File: src/rtl/led_scan_pkg.sv
package led_scan_pkg;

    // Sequencer steps of one row period
    typedef enum logic [3:0] {
        ST_IDLE,
        ST_LOAD,
        ST_HIGH,
        ST_BLANK,
        ST_PRE_LATCH,
        ST_LATCH,
        ST_ROW_SET,
        ST_ROW_HIGH,
        ST_ROW_LOW,
        ST_POST,
        ST_UNBLANK
    } scan_state_e;

    // One pixel as read from the frame buffer
    typedef struct packed {
        logic green;
        logic red;
    } pix_t;

    localparam int unsigned PIX_PER_MODULE = 8;

    // Clocks a row period needs beyond the tick slot
    function automatic int unsigned row_cycles(input int unsigned cols);
        return 2 * cols + 10;
    endfunction

    function automatic int unsigned wrap_inc(input int unsigned v, input int unsigned n);
        return (v == n - 1) ? 0 : v + 1;
    endfunction

endpackage

File: src/rtl/led_tick_gen.sv
module led_tick_gen #(
    parameter int unsigned CLK_DIV = 100
) (
    input  logic clk,
    input  logic rst,
    output logic tick
);
    localparam int unsigned CNT_W = (CLK_DIV > 1) ? $clog2(CLK_DIV) : 1;
    localparam logic [CNT_W-1:0] LAST = CNT_W'(CLK_DIV - 1);

    logic [CNT_W-1:0] cnt_q;

    always_ff @(posedge clk) begin
        if (rst) begin
            cnt_q <= '0;
            tick  <= 1'b0;
        end else if (cnt_q == LAST) begin
            cnt_q <= '0;
            tick  <= 1'b1;
        end else begin
            cnt_q <= cnt_q + 1'b1;
            tick  <= 1'b0;
        end
    end

    // Tick is a single-clock pulse
    assert_tick_pulse_R1: assert property (@(posedge clk) disable iff (rst)
        tick |=> !tick);

endmodule

File: src/rtl/led_row_tracker.sv
module led_row_tracker #(
    parameter int unsigned ROWS  = 16,
    parameter int unsigned ROW_W = 4
) (
    input  logic             clk,
    input  logic             rst,
    input  logic             advance,
    output logic [ROW_W-1:0] cur_row,
    output logic [ROW_W-1:0] next_row,
    output logic             token_bit
);
    import led_scan_pkg::*;

    localparam logic [ROW_W-1:0] LAST_ROW = ROW_W'(ROWS - 1);

    // Reset parks on the last row so that the first row shown is row 0
    always_ff @(posedge clk) begin
        if (rst) begin
            cur_row <= LAST_ROW;
        end else if (advance) begin
            cur_row <= next_row;
        end
    end

    always_comb begin
        next_row  = ROW_W'(wrap_inc(int'(cur_row), ROWS));
        token_bit = (next_row == '0);
    end

    assert_row_range_R7: assert property (@(posedge clk) disable iff (rst)
        cur_row <= LAST_ROW);

    assert_row_wrap_R7: assert property (@(posedge clk) disable iff (rst)
        (advance && cur_row == LAST_ROW) |=> cur_row == '0);

endmodule

File: src/rtl/led_scan_fsm.sv
module led_scan_fsm
    import led_scan_pkg::*;
#(
    parameter int unsigned COLS  = 32,
    parameter int unsigned ROW_W = 4,
    parameter int unsigned COL_W = 5
) (
    input  logic                   clk,
    input  logic                   rst,
    input  logic                   tick,
    input  logic [ROW_W-1:0]       next_row,
    input  logic                   token_bit,
    input  pix_t                   fb_pix,
    output logic                   fb_rd_en,
    output logic [ROW_W+COL_W-1:0] fb_rd_addr,
    output logic                   advance,
    output logic                   col_red,
    output logic                   col_green,
    output logic                   col_clk,
    output logic                   col_latch,
    output logic                   col_oe_n,
    output logic                   row_data,
    output logic                   row_clk,
    output logic                   frame_start
);
    localparam logic [COL_W-1:0] LAST_COL = COL_W'(COLS - 1);

    scan_state_e      state_q, state_d;
    logic [COL_W-1:0] col_q, col_d, rd_col;

    // Step sequencing and read requests
    always_comb begin
        state_d  = state_q;
        col_d    = col_q;
        rd_col   = col_q;
        fb_rd_en = 1'b0;
        advance  = 1'b0;
        unique case (state_q)
            ST_IDLE: begin
                if (tick) begin
                    fb_rd_en = 1'b1;
                    rd_col   = '0;
                    col_d    = '0;
                    state_d  = ST_LOAD;
                end
            end
            ST_LOAD:      state_d = ST_HIGH;
            ST_HIGH: begin
                if (col_q == LAST_COL) begin
                    state_d = ST_BLANK;
                end else begin
                    fb_rd_en = 1'b1;
                    rd_col   = col_q + 1'b1;
                    col_d    = col_q + 1'b1;
                    state_d  = ST_LOAD;
                end
            end
            ST_BLANK:     state_d = ST_PRE_LATCH;
            ST_PRE_LATCH: state_d = ST_LATCH;
            ST_LATCH:     state_d = ST_ROW_SET;
            ST_ROW_SET:   state_d = ST_ROW_HIGH;
            ST_ROW_HIGH: begin
                advance = 1'b1;
                state_d = ST_ROW_LOW;
            end
            ST_ROW_LOW:   state_d = ST_POST;
            ST_POST:      state_d = ST_UNBLANK;
            ST_UNBLANK:   state_d = ST_IDLE;
            default:      state_d = ST_IDLE;
        endcase
        fb_rd_addr = {next_row, rd_col};
    end

    // Registered panel strobes
    always_ff @(posedge clk) begin
        if (rst) begin
            state_q     <= ST_IDLE;
            col_q       <= '0;
            col_red     <= 1'b0;
            col_green   <= 1'b0;
            col_clk     <= 1'b0;
            col_latch   <= 1'b0;
            col_oe_n    <= 1'b1;
            row_data    <= 1'b0;
            row_clk     <= 1'b0;
            frame_start <= 1'b0;
        end else begin
            state_q     <= state_d;
            col_q       <= col_d;
            col_latch   <= 1'b0;
            frame_start <= 1'b0;
            case (state_q)
                ST_LOAD: begin
                    col_red   <= fb_pix.red;
                    col_green <= fb_pix.green;
                    col_clk   <= 1'b0;
                end
                ST_HIGH:     col_clk <= 1'b1;
                ST_BLANK: begin
                    col_clk  <= 1'b0;
                    col_oe_n <= 1'b1;
                end
                ST_LATCH:    col_latch <= 1'b1;
                ST_ROW_SET:  row_data  <= token_bit;
                ST_ROW_HIGH: begin
                    row_clk     <= 1'b1;
                    frame_start <= token_bit;
                end
                ST_ROW_LOW:  row_clk  <= 1'b0;
                ST_UNBLANK:  col_oe_n <= 1'b0;
                default: ;
            endcase
        end
    end

    assert_latch_dark_R5: assert property (@(posedge clk) disable iff (rst)
        col_latch |-> col_oe_n);

    assert_rowclk_dark_R5: assert property (@(posedge clk) disable iff (rst)
        row_clk |-> col_oe_n);

    assert_latch_pulse_R6: assert property (@(posedge clk) disable iff (rst)
        col_latch |=> !col_latch);

    assert_data_stable_R3: assert property (@(posedge clk) disable iff (rst)
        $rose(col_clk) |-> ($stable(col_red) && $stable(col_green)));

    assert_clk_half_rate_R3: assert property (@(posedge clk) disable iff (rst)
        col_clk |=> !col_clk);

    assert_frame_token_R8: assert property (@(posedge clk) disable iff (rst)
        frame_start |-> (row_clk && row_data));

    assert_reset_dark_R9: assert property (@(posedge clk)
        rst |=> (col_oe_n && !col_latch && !row_clk && !col_clk));

endmodule

File: src/rtl/led_scan_ctrl.sv
module led_scan_ctrl
    import led_scan_pkg::*;
#(
    parameter int unsigned CLK_DIV = 100,
    parameter int unsigned MODULES = 4,
    parameter int unsigned ROWS    = 16,
    localparam int unsigned COLS   = MODULES * PIX_PER_MODULE,
    localparam int unsigned ROW_W  = $clog2(ROWS),
    localparam int unsigned COL_W  = $clog2(COLS),
    localparam int unsigned ADDR_W = ROW_W + COL_W
) (
    input  logic              clk,
    input  logic              rst,
    output logic              fb_rd_en,
    output logic [ADDR_W-1:0] fb_rd_addr,
    input  logic [1:0]        fb_rd_data,
    output logic              col_red,
    output logic              col_green,
    output logic              col_clk,
    output logic              col_latch,
    output logic              col_oe_n,
    output logic              row_data,
    output logic              row_clk,
    output logic              frame_start
);
    logic             tick;
    logic             advance;
    logic             token_bit;
    logic [ROW_W-1:0] cur_row;
    logic [ROW_W-1:0] next_row;
    pix_t             fb_pix;

    assign fb_pix = pix_t'(fb_rd_data);

    led_tick_gen #(.CLK_DIV(CLK_DIV)) u_tick (
        .clk  (clk),
        .rst  (rst),
        .tick (tick)
    );

    led_row_tracker #(.ROWS(ROWS), .ROW_W(ROW_W)) u_rows (
        .clk       (clk),
        .rst       (rst),
        .advance   (advance),
        .cur_row   (cur_row),
        .next_row  (next_row),
        .token_bit (token_bit)
    );

    led_scan_fsm #(.COLS(COLS), .ROW_W(ROW_W), .COL_W(COL_W)) u_fsm (
        .clk         (clk),
        .rst         (rst),
        .tick        (tick),
        .next_row    (next_row),
        .token_bit   (token_bit),
        .fb_pix      (fb_pix),
        .fb_rd_en    (fb_rd_en),
        .fb_rd_addr  (fb_rd_addr),
        .advance     (advance),
        .col_red     (col_red),
        .col_green   (col_green),
        .col_clk     (col_clk),
        .col_latch   (col_latch),
        .col_oe_n    (col_oe_n),
        .row_data    (row_data),
        .row_clk     (row_clk),
        .frame_start (frame_start)
    );

    // Row index moves only on the row shift pulse
    assert_row_moves_on_shift_R7: assert property (@(posedge clk) disable iff (rst)
        !$stable(cur_row) |-> $past(advance));

endmodule

File: config.mk
export PLATFORM = sky130hd
export DESIGN_NAME = led_scan_ctrl
export DESIGN_NICKNAME = d
export VERILOG_FILES = /design/src/rtl/led_scan_pkg.sv /design/src/rtl/led_tick_gen.sv /design/src/rtl/led_row_tracker.sv /design/src/rtl/led_scan_fsm.sv /design/src/rtl/led_scan_ctrl.sv
export SDC_FILE = /design/constraint.sdc
export NUM_CORES = 1
export LEC_CHECK = 0
export BUFFER_PORTS_ARGS = -buffer_cell sky130_fd_sc_hd__clkbuf_2
export CELL_PAD_IN_SITES_DETAIL_PLACEMENT = 0
export CELL_PAD_IN_SITES_GLOBAL_PLACEMENT = 1
export CORE_MARGIN = 4
export CORE_UTILIZATION = 40
export CTS_CLUSTER_DIAMETER = 100
export DETAILED_ROUTE_END_ITERATION = 8
export GPL_TIMING_DRIVEN = 0
export HOLD_SLACK_MARGIN = 0.08
export MAX_ROUTING_LAYER = met4
export PLACE_DENSITY = 0.74
export SYNTH_ARGS = -nofsm -noshare
export SYNTH_HDL_FRONTEND = slang
export SYNTH_SLANG_ARGS = --single-unit
File: constraint.sdc
create_clock -name clk -period 1.5 [get_ports clk]
set_input_delay 0.075 -clock clk [delete_from_list [all_inputs] [get_ports clk]]
set_output_delay 0.075 -clock clk [all_outputs]
set_load 0.02 [all_outputs]
# Word level (Yosys, flattened, before mapping)
# Index checks and enable logic that the tools add are counted.
[word_totals]
word_cells = 55
regBits = 29
in_bits = 4
output_inout_bits = 18
[op_classes]
eq_ne = 14
reduce_logical = 8
n_addsub = 3
muxes = 16
n_bitwise = 1
[ops]
columns = ["operator", "n"]
rows = [
  ["4-bit case mux with 10 select lines", 1],
  ["4-bit by 3-bit == test with 1-bit output, second input constant", 4],
  ["4-bit == test, second input constant", 4],
  ["5-bit 2-to-1 mux", 2],
  ["5-bit case mux with 2 select lines", 1],
  ["4-bit by 2-bit == test with 1-bit output, second input constant", 2],
  ["4-bit logical NOT", 2],
  ["4-bit 2-to-1 mux", 2],
  ["1-bit case mux with 2 select lines", 4],
  ["7-bit by 1-bit adder with 7-bit output, second input constant", 1],
  ["7-bit == test, second input constant", 1],
  ["2-bit nonzero test", 3],
  ["2-bit OR reduction", 3],
  ["5-bit by 1-bit adder with 5-bit output, second input constant", 1],
  ["5-bit == test, second input constant", 1],
  ["1-bit 2-to-1 mux", 5],
  ["4-bit by 1-bit adder with 4-bit output, second input constant", 1],
  ["4-bit by 1-bit == test with 1-bit output, second input constant", 1],
  ["2-bit 2-to-1 mux", 1],
  ["2-bit != test, second input constant", 1],
  ["1-bit NOT", 1],
]

# Longest topological paths before layout
[depth]
word_depth = 3
ltp_mapped = 5
depth_no_buf = 4

# By module
# A second synthesis with hierarchy kept.
[unflattened]
hier_cells = 161
hier_area_um2 = 1457.6
[by_module_without_submodules]
columns = ["mod", "cells_each", "n_inst", "area_per_inst_um2", "seq_area_each_um2"]
rows = [
  ["led_scan_fsm", 103, 1, 904.6, 340.3],
  ["led_tick_gen", 34, 1, 327.8, 160.2],
  ["led_row_tracker", 24, 1, 225.2, 80.1],
]

# Worst setup path after synthesis
# No wires, ideal clock.
[synth_timing]
path_type = "flip-flop to output port"
start = "reg u_fsm.state_q[2]"
end = "out fb_rd_addr[1]"
stages_incl_launch_ff = 5
t_arrival_ps = 1647
n_path_buf = 1
slack_ps = -222
path_cell_list = "dfxtp_1 > buf_2 > or3_1 > a211oi_2 > o21ai_0"
[synth_between]
elab_chain_len = 2
word_cells_on_any_way = 3
cone_classes = "eq/ne (1); mux (1); reduce/logical (1)"
[synth_rtl]
columns = ["item", "line", "source"]
rows = [
  ["from (decl)", "led_scan_fsm.sv:28", "scan_state_e state_q, state_d;"],
  ["from (signal assigned)", "led_scan_fsm.sv:88", "state_q <= state_d;"],
  ["4-bit by 2-bit == test with 1-bit output or 4-bit logical NOT (tied branches)", "led_scan_fsm.sv:38", "unique case (state_q)"],
  ["5-bit case mux with 2 select lines *", "led_scan_fsm.sv:38", ""],
  ["to (decl)", "led_scan_ctrl.sv:15", "output logic [ADDR_W-1:0] fb_rd_addr,"],
]
# Mark *: on every way between the ends. The rest lies on a longest branch, timed or not.

# Worst setup path in the final report
[layout_timing]
start = "reg u_fsm.col_q[0]"
end = "out fb_rd_addr[1]"
[layout_between]
elab_chain_len = 3
word_cells_on_any_way = 4
cone_classes = "add/sub (1); eq/ne (1); mux (2)"
[layout_rtl]
columns = ["item", "line", "source"]
rows = [
  ["from (decl)", "led_scan_fsm.sv:29", "logic [COL_W-1:0] col_q, col_d, rd_col;"],
  ["from (signal assigned)", "led_scan_fsm.sv:89", "col_q <= col_d;"],
  ["5-bit by 1-bit adder with 5-bit output or 5-bit == test (tied branches)", "led_scan_fsm.sv:53, led_scan_fsm.sv:49", ""],
  ["5-bit 2-to-1 mux *", "led_scan_fsm.sv:49", "if (col_q == LAST_COL) begin"],
  ["5-bit case mux with 2 select lines *", "led_scan_fsm.sv:38", ""],
]
# Marks and branches as above.

==> metrics.md <==
| Metric | Value |
|---|---|
| Slowest cell on crit path | `dfxtp_4` |
| CTS buffer count | `5` |
| Die W | `between 60 and 70 microns` |
| Final Cycle Share | `114.6%` |
| Most used DFF post-synth | `dfxtp_1` |
| Worst Path Arrival | `~1.6 ns` |
| Mean Syn Cell Area | `between 8 and 9 sq um` |
| Slew @ Worst Pin | `0.5891 ns` |
| Hold path start | `rst` |
| DIE HEIGHT | `between 60 and 70 microns` |
| Slew HR | `60.18%` |
| Maximum Capacitance Violations | `0` |
| Syn Std Cell Area | `roughly 0.0014 sq mm` |
| CP peak stage delay | `about 0.37 ns` |
| Slew Limit Fails | `0` |
| Fmax | `a little under 0.6 GHz` |
| Ys async rst share | `0%` |
| P&R area growth vs syn | `37.14%` |
| First-pass iteration count of the detailed router | `4` |
| Post-DP HPWL | `about 2100 microns` |
| Req. time, crit path | `1.42 ns` |
| CTS tree | `done` |
| Wire per inst | `between 10 and 15 microns` |
| Crit end category | `primary output` |
| R2r worst-path depth | `5` |
| Final Util | `57.18%` |
| Final Hold Fails | `0` |
| Share of the synthesized area in the top cell type | `41.73%` |
| Ports | `22` |
| Failing checks | `negative setup slack` |
| Static Leak | `around 0.8 nW` |
| Final worst slack | `-0.2192 ns` |
| Nets | `206` |
| Type of the most critical hold path | `primary input to register` |
| Crit start category | `register` |
| Cell area power density | `711.3 mW/mm^2` |
| Placer Congestion | `~0.75` |
| Vias/cell | `between 5 and 6` |
| Top-count cell post-synth | `dfxtp_1` |
| CP delay by family, top | `compound AO/OA/AOI/OAI gates` |
| Top post-synthesis cells by count | `dfxtp_1 (29), nor2_1 (15), o21ai_0 (15)` |
| Top cells by area, synth | `dfxtp_1 (42%), o21ai_0 (5.4%), nor2_1 (4.0%)` |
| Post-synthesis cell count | `between 150 and 200` |
| CP max FO | `6` |
| Worst Hold Margin | `~0.18 ns` |
| Initial Utilization | `a little over two fifths` |
| DRC viols | `0` |
| Worst r2r src | `u_fsm.state_q[1]$_SDFFE_PP0P_` |
| Fin crit period | `1.719 ns` |
| Net Count, Synth | `166` |
| Filler cell count | `roughly 320` |
| Die area | `approximately 0.0045 sq mm` |
| RSZ-0062 raised after global routing | `true` |
| Yosys warns | `0` |
| R2R Setup Slk | `-0.05 ns` |
| Sequential area share after synthesis | `about two fifths` |
| H-tree levels | `2` |
| Max VDD drop | `0.3964 mV` |
| Post-synth EDFFs | `0` |
| Crit path kind | `register to primary output` |
| Worst-path clk slew | `approximately 0.10 ns` |
| CTS Sinks | `29` |
| GRT overflow | `0` |
| Worst flop-to-flop path endpoint | `u_fsm.col_green$_SDFFE_PP0N_` |
| Vias in the first global route | `1234` |
| Core box area | `~0.0033 sq mm` |
| Clock Tree Buf Depth | `2` |
| Post-synth cell types | `43` |
| Total GRT Usage | `between 10% and 20%` |
| FP Rows | `21` |
| Outcome | `finished with violations` |
| Clk root buf | `clkbuf_4` |
| Fraction of layout cells with a size suffix above 1 | `between 30% and 40%` |
| Initial drt markers | `63` |
| Clock Skew | `around 0.016 ns` |
| DR vias | `between 1000 and 1500` |
| Largest net degree at the start of global routing | `11` |
| Hold endpoint | `u_fsm.col_oe_n$_SDFFE_PP1P_` |
| Yosys top cell by area | `dfxtp_1` |
| Yosys reg bits | `29` |
| Final setup TNS | `-1.172 ns` |
| # diodes | `0` |
| Critical Path, Cell by Cell | `ha_4 -> and4_4 -> a211oi_4 -> o21ai_1 -> buf_4` |
| Final WL | `between 3000 and 4000 microns` |
| Final ANT Viol Nets | `0` |
| Setup violations, final | `8` |
| Worst Path Buf+Inv | `1` |
| Setup crit start | `u_fsm.col_q[0]$_SDFF_PP0_` |
| Port bufs | `20` |
| Initial antenna violation count | `0` |
| First-pass GRT wire length | `between 5000 and 6000 microns` |
| Skew-Pair Late Insertion Delay | `between 0.3 and 0.4 ns` |
| Worst hold path cell count | `2` |
[worst max-delay path by stage]
stage,to,slack [ns],depth (start not counted)
2_1_floorplan,fb_rd_addr[1],-0.05,4
4_1_cts,fb_rd_addr[1],-0.25,7
6_report,fb_rd_addr[1],-0.22,5
3_5_place_dp,fb_rd_addr[3],-0.21,5
5_1_grt,fb_rd_addr[3],-0.28,6
3_3_place_gp,fb_rd_addr[3],-0.15,5
[what timing repair did]
action / 4_1_cts / 5_1_grt
pin swaps: 7 / 8
endpoints found under the hold margin: 2 / 0
hold buffers: 2 / 0
endpoints found under the setup margin: 14 / 11
buffers inserted: 10 / 5
gates resized for setup: 36 / 21
[routing by layer]
| metal | global-route usage [%] | vias to the layer above | part of all wire (%) | wire (microns) |
|---|---|---|---|---|
| li1 | - | 660 | - | - |
| met1 | 18.57 | 605 | 47 | 1492 |
| met2 | 26.98 | 18 | 46 | 1458 |
| met3 | 5.565 | 8 | 4.4 | 139 |
| met4 | 7.595 | 0 | 2.0 | 63 |
| met5 | - | - | 0 | 0 |
[kinds of logic (layout without fill, tap and decap cells)]
family,count (synthesis),count (layout),share of synthesized area [%]
compound gates,42,42,19.60
xor+xnor,5,5,3.147
fa+ha+maj,3,3,2.698
buf+inv,14,55,4.046
flops,29,29,41.73
mux,5,5,3.597
simple gates,61,61,25.18
[metrics by stage]
step | setup WS (ns) | instances | total power [mW] | instance area (sq um)
after floorplan | -0.05313 | 159 | 0.8199 | 1403
after global placement | -0.1471 | 225 | 0.8310 | 1560
after detailed placement | -0.2074 | 225 | 0.8329 | 1560
after CTS | -0.2469 | 242 | 1.390 | 1824
after global routing | -0.2803 | 246 | 1.413 | 1908
final | -0.2192 | 246 | 1.357 | 1908
[final cells by class]
type / count / area [sq um] / share of cell area [%]
plain buffers: 6 / 33.78 / 1.770
inverters: 5 / 18.77 / 0.9836
flip-flops and latches: 29 / 604.3 / 31.67
clock buffers: 7 / 65.06 / 3.410
clock inverters: 1 / 5.005 / 0.2623
well taps: 46 / 57.56 / 3.016
repair buffers: 36 / 260.3 / 13.64
multi-input cells: 116 / 863.3 / 45.25
[flip-flops by register name, summed over array words and instances, names as in the netlist, 4 cells and up]
register / count
u_fsm.col_q: 5
u_rows.cur_row: 4
u_fsm.state_q: 4
u_tick.cnt_q: 7
[cells in the final DEF (no fill, tap or decap), drive strengths merged, types with 2 or more instances in the layout]
cell type,instances
dfxtp,29
clkbuf,27
buf,20
nor2,15
o21ai,15
nand2,12
a21oi,10
nand3,6
inv,5
mux2i,5
xor2,4
nor3,4
or3,4
a211oi,4
nor3b,3
ha,3
nand4,2
and2,2
o211ai,2
nand2b,2
dlygate4sd3,2
nor4b,2
o31ai,2
a41oi,2
[worst reg2reg max path: stages (launching register included)]
cell and delay, ns:
dfxtp_2 0.33, buf_6 0.11, buf_4 0.15, nor4b_1 0.51, mux2i_1 0.25, nor2_1 0.06
[power breakdown]
group | leakage [nW] | switching [mW] | internal [mW]
Sequential | 0.238 | 0.00551 | 0.767
Clock | 0.0413 | 0.278 | 0.271
Combinational | 0.517 | 0.0214 | 0.0143
Power figures use the tool's default switching activity.
